## config.mk

```make
export PLATFORM = sky130hd
export DESIGN_NAME = i2c_eeprom_slave
export DESIGN_NICKNAME = d
export VERILOG_FILES = /design/src/rtl/i2c_eeprom_slave.sv
export SDC_FILE = /design/constraint.sdc
export NUM_CORES = 1
export LEC_CHECK = 0
export ABC_AREA = 1
export BUFFER_PORTS_ARGS = -buffer_cell sky130_fd_sc_hd__buf_2
export CELL_PAD_IN_SITES_DETAIL_PLACEMENT = 0
export CELL_PAD_IN_SITES_GLOBAL_PLACEMENT = 2
export CORE_MARGIN = 3
export CORE_UTILIZATION = 44
export CTS_CLUSTER_SIZE = 30
export DETAILED_ROUTE_END_ITERATION = 10
export PLACE_DENSITY = 0.8
export SETUP_SLACK_MARGIN = 0.2
export SLEW_MARGIN = 20
export SYNTH_ARGS = -nofsm -noshare
export SYNTH_HDL_FRONTEND = slang
export SYNTH_SLANG_ARGS = --single-unit
```

## constraint.sdc

```tcl
create_clock -name clk -period 3.7 [get_ports clk]
set_input_delay 0.74 -clock clk [delete_from_list [all_inputs] [get_ports clk]]
set_output_delay 0.74 -clock clk [all_outputs]
set_load 0.01 [all_outputs]
```

## src/rtl/i2c_eeprom_slave.sv

```systemverilog
module i2c_eeprom_slave #(
  parameter int ADDR_W      = 7,
  parameter int PAGE_W      = 4,
  parameter int PROG_CYCLES = 300
) (
  input  logic       clk,
  input  logic       rst_n,
  input  logic       por_hold,
  input  logic       scl_i,
  input  logic       sda_i,
  input  logic [2:0] chip_en,
  input  logic       wr_ctrl,
  output logic       sda_drive_low
);
  localparam int DEPTH = 1 << ADDR_W;
  localparam int CNT_W = $clog2(PROG_CYCLES + 1);
  localparam logic [PAGE_W-1:0] PONE = 1;

  typedef enum logic [2:0] {S_IDLE, S_DEV, S_AH, S_AL, S_WR, S_RD} st_t;

  st_t               state;
  logic [2:0]        scl_q, sda_q;
  logic [3:0]        bitcnt;
  logic [7:0]        sh, tx, ahi;
  logic [ADDR_W-1:0] ptr;
  logic              rw, mack, wrote, drv;
  logic [CNT_W-1:0]  prog_cnt;
  logic [7:0]        mem [DEPTH];

  wire start_c = scl_q[1] & scl_q[2] & sda_q[2] & ~sda_q[1];
  wire stop_c  = scl_q[1] & scl_q[2] & ~sda_q[2] & sda_q[1];
  wire rise    = scl_q[1] & ~scl_q[2];
  wire fall    = ~scl_q[1] & scl_q[2];
  wire busy    = prog_cnt != '0;
  wire sel_ok  = (sh[7:4] == 4'b1010) && (sh[3:1] == chip_en);
  wire [15:0] addr_full = {ahi, sh};

  assign sda_drive_low = drv;

  always_ff @(posedge clk) begin
    if (!rst_n) begin
      scl_q <= '1;
      sda_q <= '1;
    end else begin
      scl_q <= {scl_q[1:0], scl_i};
      sda_q <= {sda_q[1:0], sda_i};
    end
  end

  always_ff @(posedge clk) begin
    if (!rst_n) begin
      state <= S_IDLE; bitcnt <= '0; sh <= '0; tx <= '0; ahi <= '0; ptr <= '0;
      rw <= 1'b0; mack <= 1'b0; wrote <= 1'b0; drv <= 1'b0; prog_cnt <= '0;
    end else if (por_hold) begin
      state <= S_IDLE; bitcnt <= '0; wrote <= 1'b0; drv <= 1'b0; prog_cnt <= '0;
    end else begin
      if (busy) prog_cnt <= prog_cnt - 1'b1;
      if (stop_c) begin
        state <= S_IDLE;
        drv   <= 1'b0;
        wrote <= 1'b0;
        if (wrote) prog_cnt <= CNT_W'(PROG_CYCLES);
      end else if (start_c && !busy) begin
        state  <= S_DEV;
        bitcnt <= '0;
        drv    <= 1'b0;
      end else if (state != S_IDLE) begin
        if (rise) begin
          if (bitcnt < 4'd8) begin
            bitcnt <= bitcnt + 4'd1;
            if (state != S_RD) sh <= {sh[6:0], sda_q[1]};
          end else if (bitcnt == 4'd8) begin
            bitcnt <= 4'd9;
            mack   <= ~sda_q[1];
          end
        end else if (fall) begin
          if (state == S_RD) begin
            if (bitcnt == 4'd8) begin
              drv <= 1'b0;
              ptr <= ptr + 1'b1;
            end else if (bitcnt == 4'd9) begin
              if (mack) begin
                tx     <= mem[ptr];
                drv    <= ~mem[ptr][7];
                bitcnt <= '0;
              end else begin
                state <= S_IDLE;
                drv   <= 1'b0;
              end
            end else if (bitcnt != 4'd0) begin
              tx  <= {tx[6:0], 1'b0};
              drv <= ~tx[6];
            end
          end else if (bitcnt == 4'd8) begin
            case (state)
              S_DEV: if (sel_ok) begin drv <= 1'b1; rw <= sh[0]; end
                     else state <= S_IDLE;
              S_AH:  begin drv <= 1'b1; ahi <= sh; end
              S_AL:  begin drv <= 1'b1; ptr <= addr_full[ADDR_W-1:0]; end
              S_WR:  if (!wr_ctrl) begin
                       drv      <= 1'b1;
                       wrote    <= 1'b1;
                       mem[ptr] <= sh;
                       ptr      <= {ptr[ADDR_W-1:PAGE_W], ptr[PAGE_W-1:0] + PONE};
                     end
              default: ;
            endcase
          end else if (bitcnt == 4'd9) begin
            drv    <= 1'b0;
            bitcnt <= '0;
            case (state)
              S_DEV: if (rw) begin
                       state <= S_RD;
                       tx    <= mem[ptr];
                       drv   <= ~mem[ptr][7];
                     end else state <= S_AH;
              S_AH:  state <= S_AL;
              S_AL:  state <= S_WR;
              default: ;
            endcase
          end
        end
      end
    end
  end

  a_r8_por_release: assert property (@(posedge clk) disable iff (!rst_n)
    por_hold |=> !sda_drive_low);

  a_r9_drive_while_low: assert property (@(posedge clk) disable iff (!rst_n)
    $rose(drv) |-> !scl_q[1]);

  a_r7_busy_idle: assert property (@(posedge clk) disable iff (!rst_n)
    busy |-> state == S_IDLE);

  a_r5_protect_nack: assert property (@(posedge clk) disable iff (!rst_n)
    (state == S_WR && fall && bitcnt == 4'd8 && wr_ctrl && !por_hold) |=> !drv);

  a_r6_bitcnt_range: assert property (@(posedge clk) disable iff (!rst_n)
    bitcnt <= 4'd9);
endmodule

```

==> reports/summary.txt, run 1 <==
GRT Overall Usage - 24.6%
CTS tree - done
Layout area overhead - 13.4%
Worst Skew - 0.0169 ns
# IOs - 10
Via count - 27.4k
Vias per cell - 5.42
Hold-fix buffers at CTS - 0
Placement Cell Area - 44800 um^2
Setup crit start kind - flop
Syn nets - 3629
WHS - 0.241 ns
Drt first-iter violations - 2673
Worst setup EP type - flop
TritonRoute pass-1 iters - 5
Worst min-delay path class - input pin to flop
Synthesized cell area - 42800 um^2
Post-CTS setup buffer count - 0
Clk pin slew, worst setup/hold paths - 0.06 ns
Final Slew Violations - 0
Post-route setup TNS - 0 ns
Max incr delay on CP - 0.64 ns
Dpl cells - 4849
Die height - 318 um
Antenna Nets Post-Route - 0
Port bufs - 9
Synth cell types - 43
Core Region - 95700 um^2
Design Area, Final - 48500 um^2
Row Count - 113
Crit-path cells - buf_12, nor2_4, buf_4, nand2_1, nand4_1, o21ai_0, nand2_1, o21ai_0, nand2_1, o21ai_1, a21oi_1
VDD IR max - 0.382 mV
Worst path slowest cell - dfxtp_4
Ys async rst share - 0%
Setup violators final - 0
Worst skew pair latency - 0.69 ns
Largest net degree at the start of global routing - 97
# diodes - 0
CP Buf/Inv Count - 2
Final hold vios - 0
Leakage power - 0.0174 uW
Antenna violations before repair - 1
Most used cell, CP - nand2_1
Worst rel slew slack - 26.3%
Synth Warn # - 0
Hpwl dp - 78300 um
Final net count - 3713
Max Clk Rate - 0.296 GHz
Tcrit/Tclk final - 91.2%
Slew @ Worst Pin - 1.11 ns
Mapped Cells - 3612
Num CTS Buffers - 110
Grt total ovfl - 0
Commonest non-fill, non-tap cells in the layout - 1258 x nand2_1, 1024 x edfxtp_1, 293 x nor2_1
Post-Route WL - 125000 um
First-pass GRT wire length - 183000 um
Critical Path RT - 4.26 ns
Die W - 318 um
Initial Util - 44.7%
Crit path DAT - 3.93 ns
Crit path time final - 3.37 ns
CTS root buf - clkbuf_16
Clock buffer depth - 3
Critical path class - flop to flop
Outcome - completed
Syn Area/Cell - 11.8 um^2
Placer congestion estimate - 0.854
Clk sink count - 1072
PD cells - 511 nW/um^2
Cts repair resizes - 0
H-tree levels - 3
Layout cell share with drive strength beyond 1 - 8.96%
Top Family by Delay on Critical Path - compound AO/OA/AOI/OAI gates
Max-cap violations - 0
EDFF count, synth - 1024
Most used DFF post-synth - edfxtp_1
Vias in the first global route - 26.8k
Die footprint - 101000 um^2
RSZ-0062 raised after global routing - no
Crit path max fanout - 50
Drt drc - 0
Seq/Total Area, Yosys - 74.2%
Non-Filler Instances - 5050
Commonest non-fill, non-tap cell in the layout - nand2_1
WL per Instance - 24.7 um
#FFs+latches synth - 1072
-- Yosys cell counts (6+ instances only) --
library cell  number  area share (%)
ha_1               8            0.23
a22oi_1           57             1.0
nand3b_1           9            0.16
or2_2             19            0.28
nand2_2           10            0.15
buf_1              7           0.061
dfxtp_1           48             2.2
nor2_1           299             2.6
xor2_1             6            0.12
buf_4             14            0.25
nand2_1         1258              11
a21oi_1          137             1.6
clkbuf_1          53            0.47
buf_2             71            0.83
edfxtp_1        1024              72
o21ai_0          115             1.3
nand3_1          100             1.2
inv_1            189             1.7
nor3_1            13            0.15
nand4_1          108             1.6
o21a_1             7            0.12
o21ai_1            7           0.082
-- kinds of logic (layout without fill, tap and decap cells) --
kind of cell             after synthesis  after routing  synth area share (%)
adder cells (fa/ha/maj)                8              8                 0.234
AO/OA/AOI/OAI                        345            345                  4.58
AND/OR/NAND/NOR                     1837           1837                  17.5
flip-flops                          1072           1072                  74.2
buffers and inverters                343            516                  3.34
XOR/XNOR                               7              7                 0.143
-- stage by stage --
stage | total power [uW] | setup WS [ns] | utilization, %
6_report | 24800 | 0.327 | 50.6
5_1_grt | 25400 | 0.292 | 50.6
4_1_cts | 24900 | 0.392 | 50.6
3_3_place_gp | 13700 | 0.230 | 46.8
3_5_place_dp | 13700 | 0.243 | 46.8
2_1_floorplan | 13700 | 0.467 | -
-- state kept, by name (all words and copies together) (netlist names) --
name	count
rw	1
bitcnt	4
wrote	1
sda_drive_low	1
tx	7
ptr	7
prog_cnt	9
sh	8
scl_q	3
sda_q	3
mem	1024
state	3
mack	1
-- report_power, final --
group          total [uW]  switching (uW)  internal, uW
Sequential          13100            27.5         13100
Clock               11300            4630          6640
Combinational         341             223           118
Total               24800            4880         19900
-- path summary, 6_finish.rpt --
check / startpoint / to / slack [ns] / depth (start not counted)
worst min register to register: scl_q[0] / scl_q[1] / 0.41 / 1
worst max register to register: ptr[0] / tx[1] / 0.33 / 11
worst max-delay path: ptr[0] / tx[1] / 0.33 / 11
worst min-delay path: sda_i / sda_q[0] / 0.24 / 2
-- per-layer routing --
metal,vias to the layer above,part of all wire (%),GRT usage (%)
met2,1042,47,39.2
li1,12642,-,-
met1,13466,43,35.1
met5,-,0.0096,0
met3,202,7.0,3.75
met4,2,3.0,7.08
-- area by class of cell --
type,count,area [um^2]
flip-flops and latches,1072,31700
clock inverters,71,749
repair buffers,117,1070
multi-input cells,2197,9650
well taps,1265,1580
inverters,198,748
fillers,8421,47300
clock buffers,130,2910
No activity file was read; power rests on OpenSTA's default activity.
==> inputs of run 2 (changes only) <==
--- a/config.mk
+++ b/config.mk
@@ -9,10 +9,10 @@
 export BUFFER_PORTS_ARGS = -buffer_cell sky130_fd_sc_hd__buf_2
 export CELL_PAD_IN_SITES_DETAIL_PLACEMENT = 0
-export CELL_PAD_IN_SITES_GLOBAL_PLACEMENT = 2
+export CELL_PAD_IN_SITES_GLOBAL_PLACEMENT = 1
 export CORE_MARGIN = 3
-export CORE_UTILIZATION = 44
+export CORE_UTILIZATION = 50
 export CTS_CLUSTER_SIZE = 30
 export DETAILED_ROUTE_END_ITERATION = 10
-export PLACE_DENSITY = 0.8
+export PLACE_DENSITY = 0.77
 export SETUP_SLACK_MARGIN = 0.2
 export SLEW_MARGIN = 20
==> constraint.sdc (replaced) <==
create_clock -name clk -period 3.7 [get_ports clk]
set_input_delay 1.11 -clock clk [delete_from_list [all_inputs] [get_ports clk]]
set_output_delay 1.11 -clock clk [all_outputs]
set_load 0.01 [all_outputs]
==> run 2 against run 1 <==
Sequential power about the same. Combinational power about the same. Hold slack improved by 0.18 ns. First-iteration DRC count increased by 41%. Wire length increased by 3.4%. Design area increased by 0.74%. Clock skew increased by 0.0072 ns. Clock power decreased by 5%. Sequential share of layout area decreased by 0.48 points. Final cell count decreased by 0.63%. Critical path depth increased by 6. Largest power group unchanged.
==> reports/summary.txt, run 2 (synthesis gave the netlist of run 1 again) <==
Drt first-iter violations - 3771 (was 2673)
Hold-fix buffers at CTS - 0 (unchanged)
Port bufs - 9 (unchanged)
Hold_sp - sda_q[0] (was sda_i)
Antenna Nets Post-Route - 0 (unchanged)
Layout cell share with drive strength beyond 1 - 11.2% (was 8.96%)
Crit path time final - 3.19 ns (was 3.37 ns)
Commonest non-fill, non-tap cells in the layout - 1258 x nand2_1, 1024 x edfxtp_1, 293 x nor2_1 (unchanged)
Final hold vios - 0 (unchanged)
Post-place setup slack - 0.139 ns (was 0.243 ns)
Cts repair resizes - 0 (unchanged)
Non-Filler Instances - 5018 (was 5050)
WL per Instance - 25.8 um (was 24.7 um)
Post-route setup TNS - 0 ns (unchanged)
Slew @ Worst Pin - 1.08 ns (was 1.11 ns)
Placer congestion estimate - 0.938 (was 0.854)
Final net count - 3811 (was 3713)
CTS tree - done (unchanged)
Setup crit start kind - flop (unchanged)
Drt drc - 0 (unchanged)
# IOs - 10 (unchanged)
Critical path class - flop to flop (unchanged)
CP Launch Point - ptr[1] (was ptr[0])
RR Startpoint - ptr[1] (was ptr[0])
Placement Cell Area - 45400 um^2 (was 44800 um^2)
TritonRoute pass-1 iters - 6 (was 5)
GRT Overall Usage - 28.8% (was 24.6%)
CTS root buf - clkbuf_16 (unchanged)
Final Slew Violations - 0 (unchanged)
Dpl cells - 4818 (was 4849)
RSZ-0062 raised after global routing - no (unchanged)
Initial Util - 50.8% (was 44.7%)
Die footprint - 89000 um^2 (was 101000 um^2)
Hpwl dp - 81900 um (was 78300 um)
Critical path endpoint - sda_drive_low (was tx[1])
Register with the most flip-flops - mem (unchanged)
Number of flip-flops in the largest register - 1024 (unchanged)
Final setup margin - 0.513 ns (was 0.327 ns)
Largest net degree at the start of global routing - 76 (was 97)
First-pass GRT wire length - 187000 um (was 183000 um)
Worst skew pair latency - 0.69 ns (about the same)
Reg2reg end - sda_drive_low (was tx[1])
Clk pin slew, worst setup/hold paths - 0.06 ns (about the same)
Cell count of the worst reg-to-reg path - 17 (was 11)
Critical Path RT - 4.31 ns (was 4.26 ns)
Max-cap violations - 0 (unchanged)
Commonest non-fill, non-tap cell in the layout - nand2_1 (unchanged)
Leakage power - 0.0179 uW (was 0.0174 uW)
Worst setup EP type - flop (unchanged)
Grt total ovfl - 0 (unchanged)
Clock buffer depth - 3 (unchanged)
Vias in the first global route - 27.8k (was 26.8k)
PD cells - 495 nW/um^2 (was 511 nW/um^2)
Worst Skew - 0.0241 ns (was 0.0169 ns)
Layout area overhead - 14.2% (was 13.4%)
Crit path DAT - 3.79 ns (was 3.93 ns)
Post-CTS setup buffer count - 0 (unchanged)
Antenna violations before repair - 2 (was 1)
Core Region - 84200 um^2 (was 95700 um^2)
H-tree levels - 3 (unchanged)
Num CTS Buffers - 108 (was 110)
Design Area, Final - 48800 um^2 (was 48500 um^2)
Post-Route WL - 129000 um (was 125000 um)
Row Count - 106 (was 113)
Setup violators final - 0 (unchanged)
Outcome - completed (unchanged)
VDD IR max - 0.545 mV (was 0.382 mV)
Top flop regs - mem (1024), prog_cnt (9), sh (8) (unchanged)
Die height - 298 um (was 318 um)
Clk sink count - 1072 (unchanged)
R2R Setup Slk - 0.51 ns (was 0.33 ns)
Max Clk Rate - 0.314 GHz (was 0.296 GHz)
Worst rel slew slack - 28.2% (was 26.3%)
Crit path max fanout - 18 (was 50)
Die W - 298 um (was 318 um)
Vias per cell - 5.74 (was 5.42)
# diodes - 0 (unchanged)
Via count - 28.8k (was 27.4k)
Worst min-delay path class - flop to flop (was input pin to flop)
Tcrit/Tclk final - 86.1% (was 91.2%)
-- run 2: cell count changes in the layout (fill, tap and decap cells not counted), sizes merged --
| cell | before | now |
|---|---|---|
| inv | 199 | 197 |
| bufinv | 15 | 10 |
| clkinv | 49 | 62 |
| clkbuf | 130 | 124 |
| clkinvlp | 6 | 5 |
| buf | 117 | 217 |
-- run 2: worst max-delay path: stages (launching register included) --
cell and delay (ns):
dfxtp_2 0.40, inv_2 0.16, buf_4 0.37, nor2_2 0.10, buf_12 0.18, nand3_1 0.08
nand2_1 0.08, nor2_1 0.34, nor2_1 0.09, nor2_1 0.40, nand2_1 0.11, nand2_1 0.07
nand2_1 0.06, nor2_1 0.24, nand2_1 0.10, nand2_1 0.07, nand3_1 0.09, a21oi_1 0.15
-- run 2: metal layers --
| metal | GRT usage [%] | part of all wire, % | vias to the layer above |
|---|---|---|---|
| li1 | - | - | 12831 |
| met4 | 10.1 | 3.9 | 2 |
| met1 | 40.6 | 40 | 14034 |
| met5 | 0 | 0.010 | - |
| met2 | 45.2 | 46 | 1636 |
| met3 | 5.46 | 10 | 306 |
-- run 2: area by class of cell --
cell class              instances  area (um^2)
fillers                      6948        35400
flip-flops and latches       1072        31700
multi-input cells            2197         9650
clock buffers                 124         2760
repair buffers                217         1790
well taps                    1134         1420
inverters                     198          748
clock inverters                76          701
-- run 2: worst min-delay path by stage --
stage / endpoint / slack [ns] / cells past startpoint
6_report: sda_q[1] / 0.42 / 1
4_1_cts: sda_q[1] / 0.42 / 1
3_5_place_dp: sda_q[1] / 0.40 / 1
2_1_floorplan: scl_q[1] / 0.39 / 1
3_3_place_gp: sda_q[1] / 0.40 / 1
5_1_grt: sda_q[1] / 0.45 / 1
-- run 2: metrics by stage --
step           utilization (%)  hold slack, ns  total power, uW
6_report                  58.0           0.418            24200
5_1_grt                   58.0           0.452            24800
4_1_cts                   58.0           0.421            24300
3_5_place_dp              53.9           0.399            13700
3_3_place_gp              53.9           0.398            13700
2_1_floorplan                -           0.393            13700
-- run 2: power breakdown --
| group | internal, uW | switching, uW | total, uW |
|---|---|---|---|
| combinational | 117 | 225 | 342 |
| sequential | 13100 | 28.2 | 13100 |
| clock | 6060 | 4610 | 10700 |
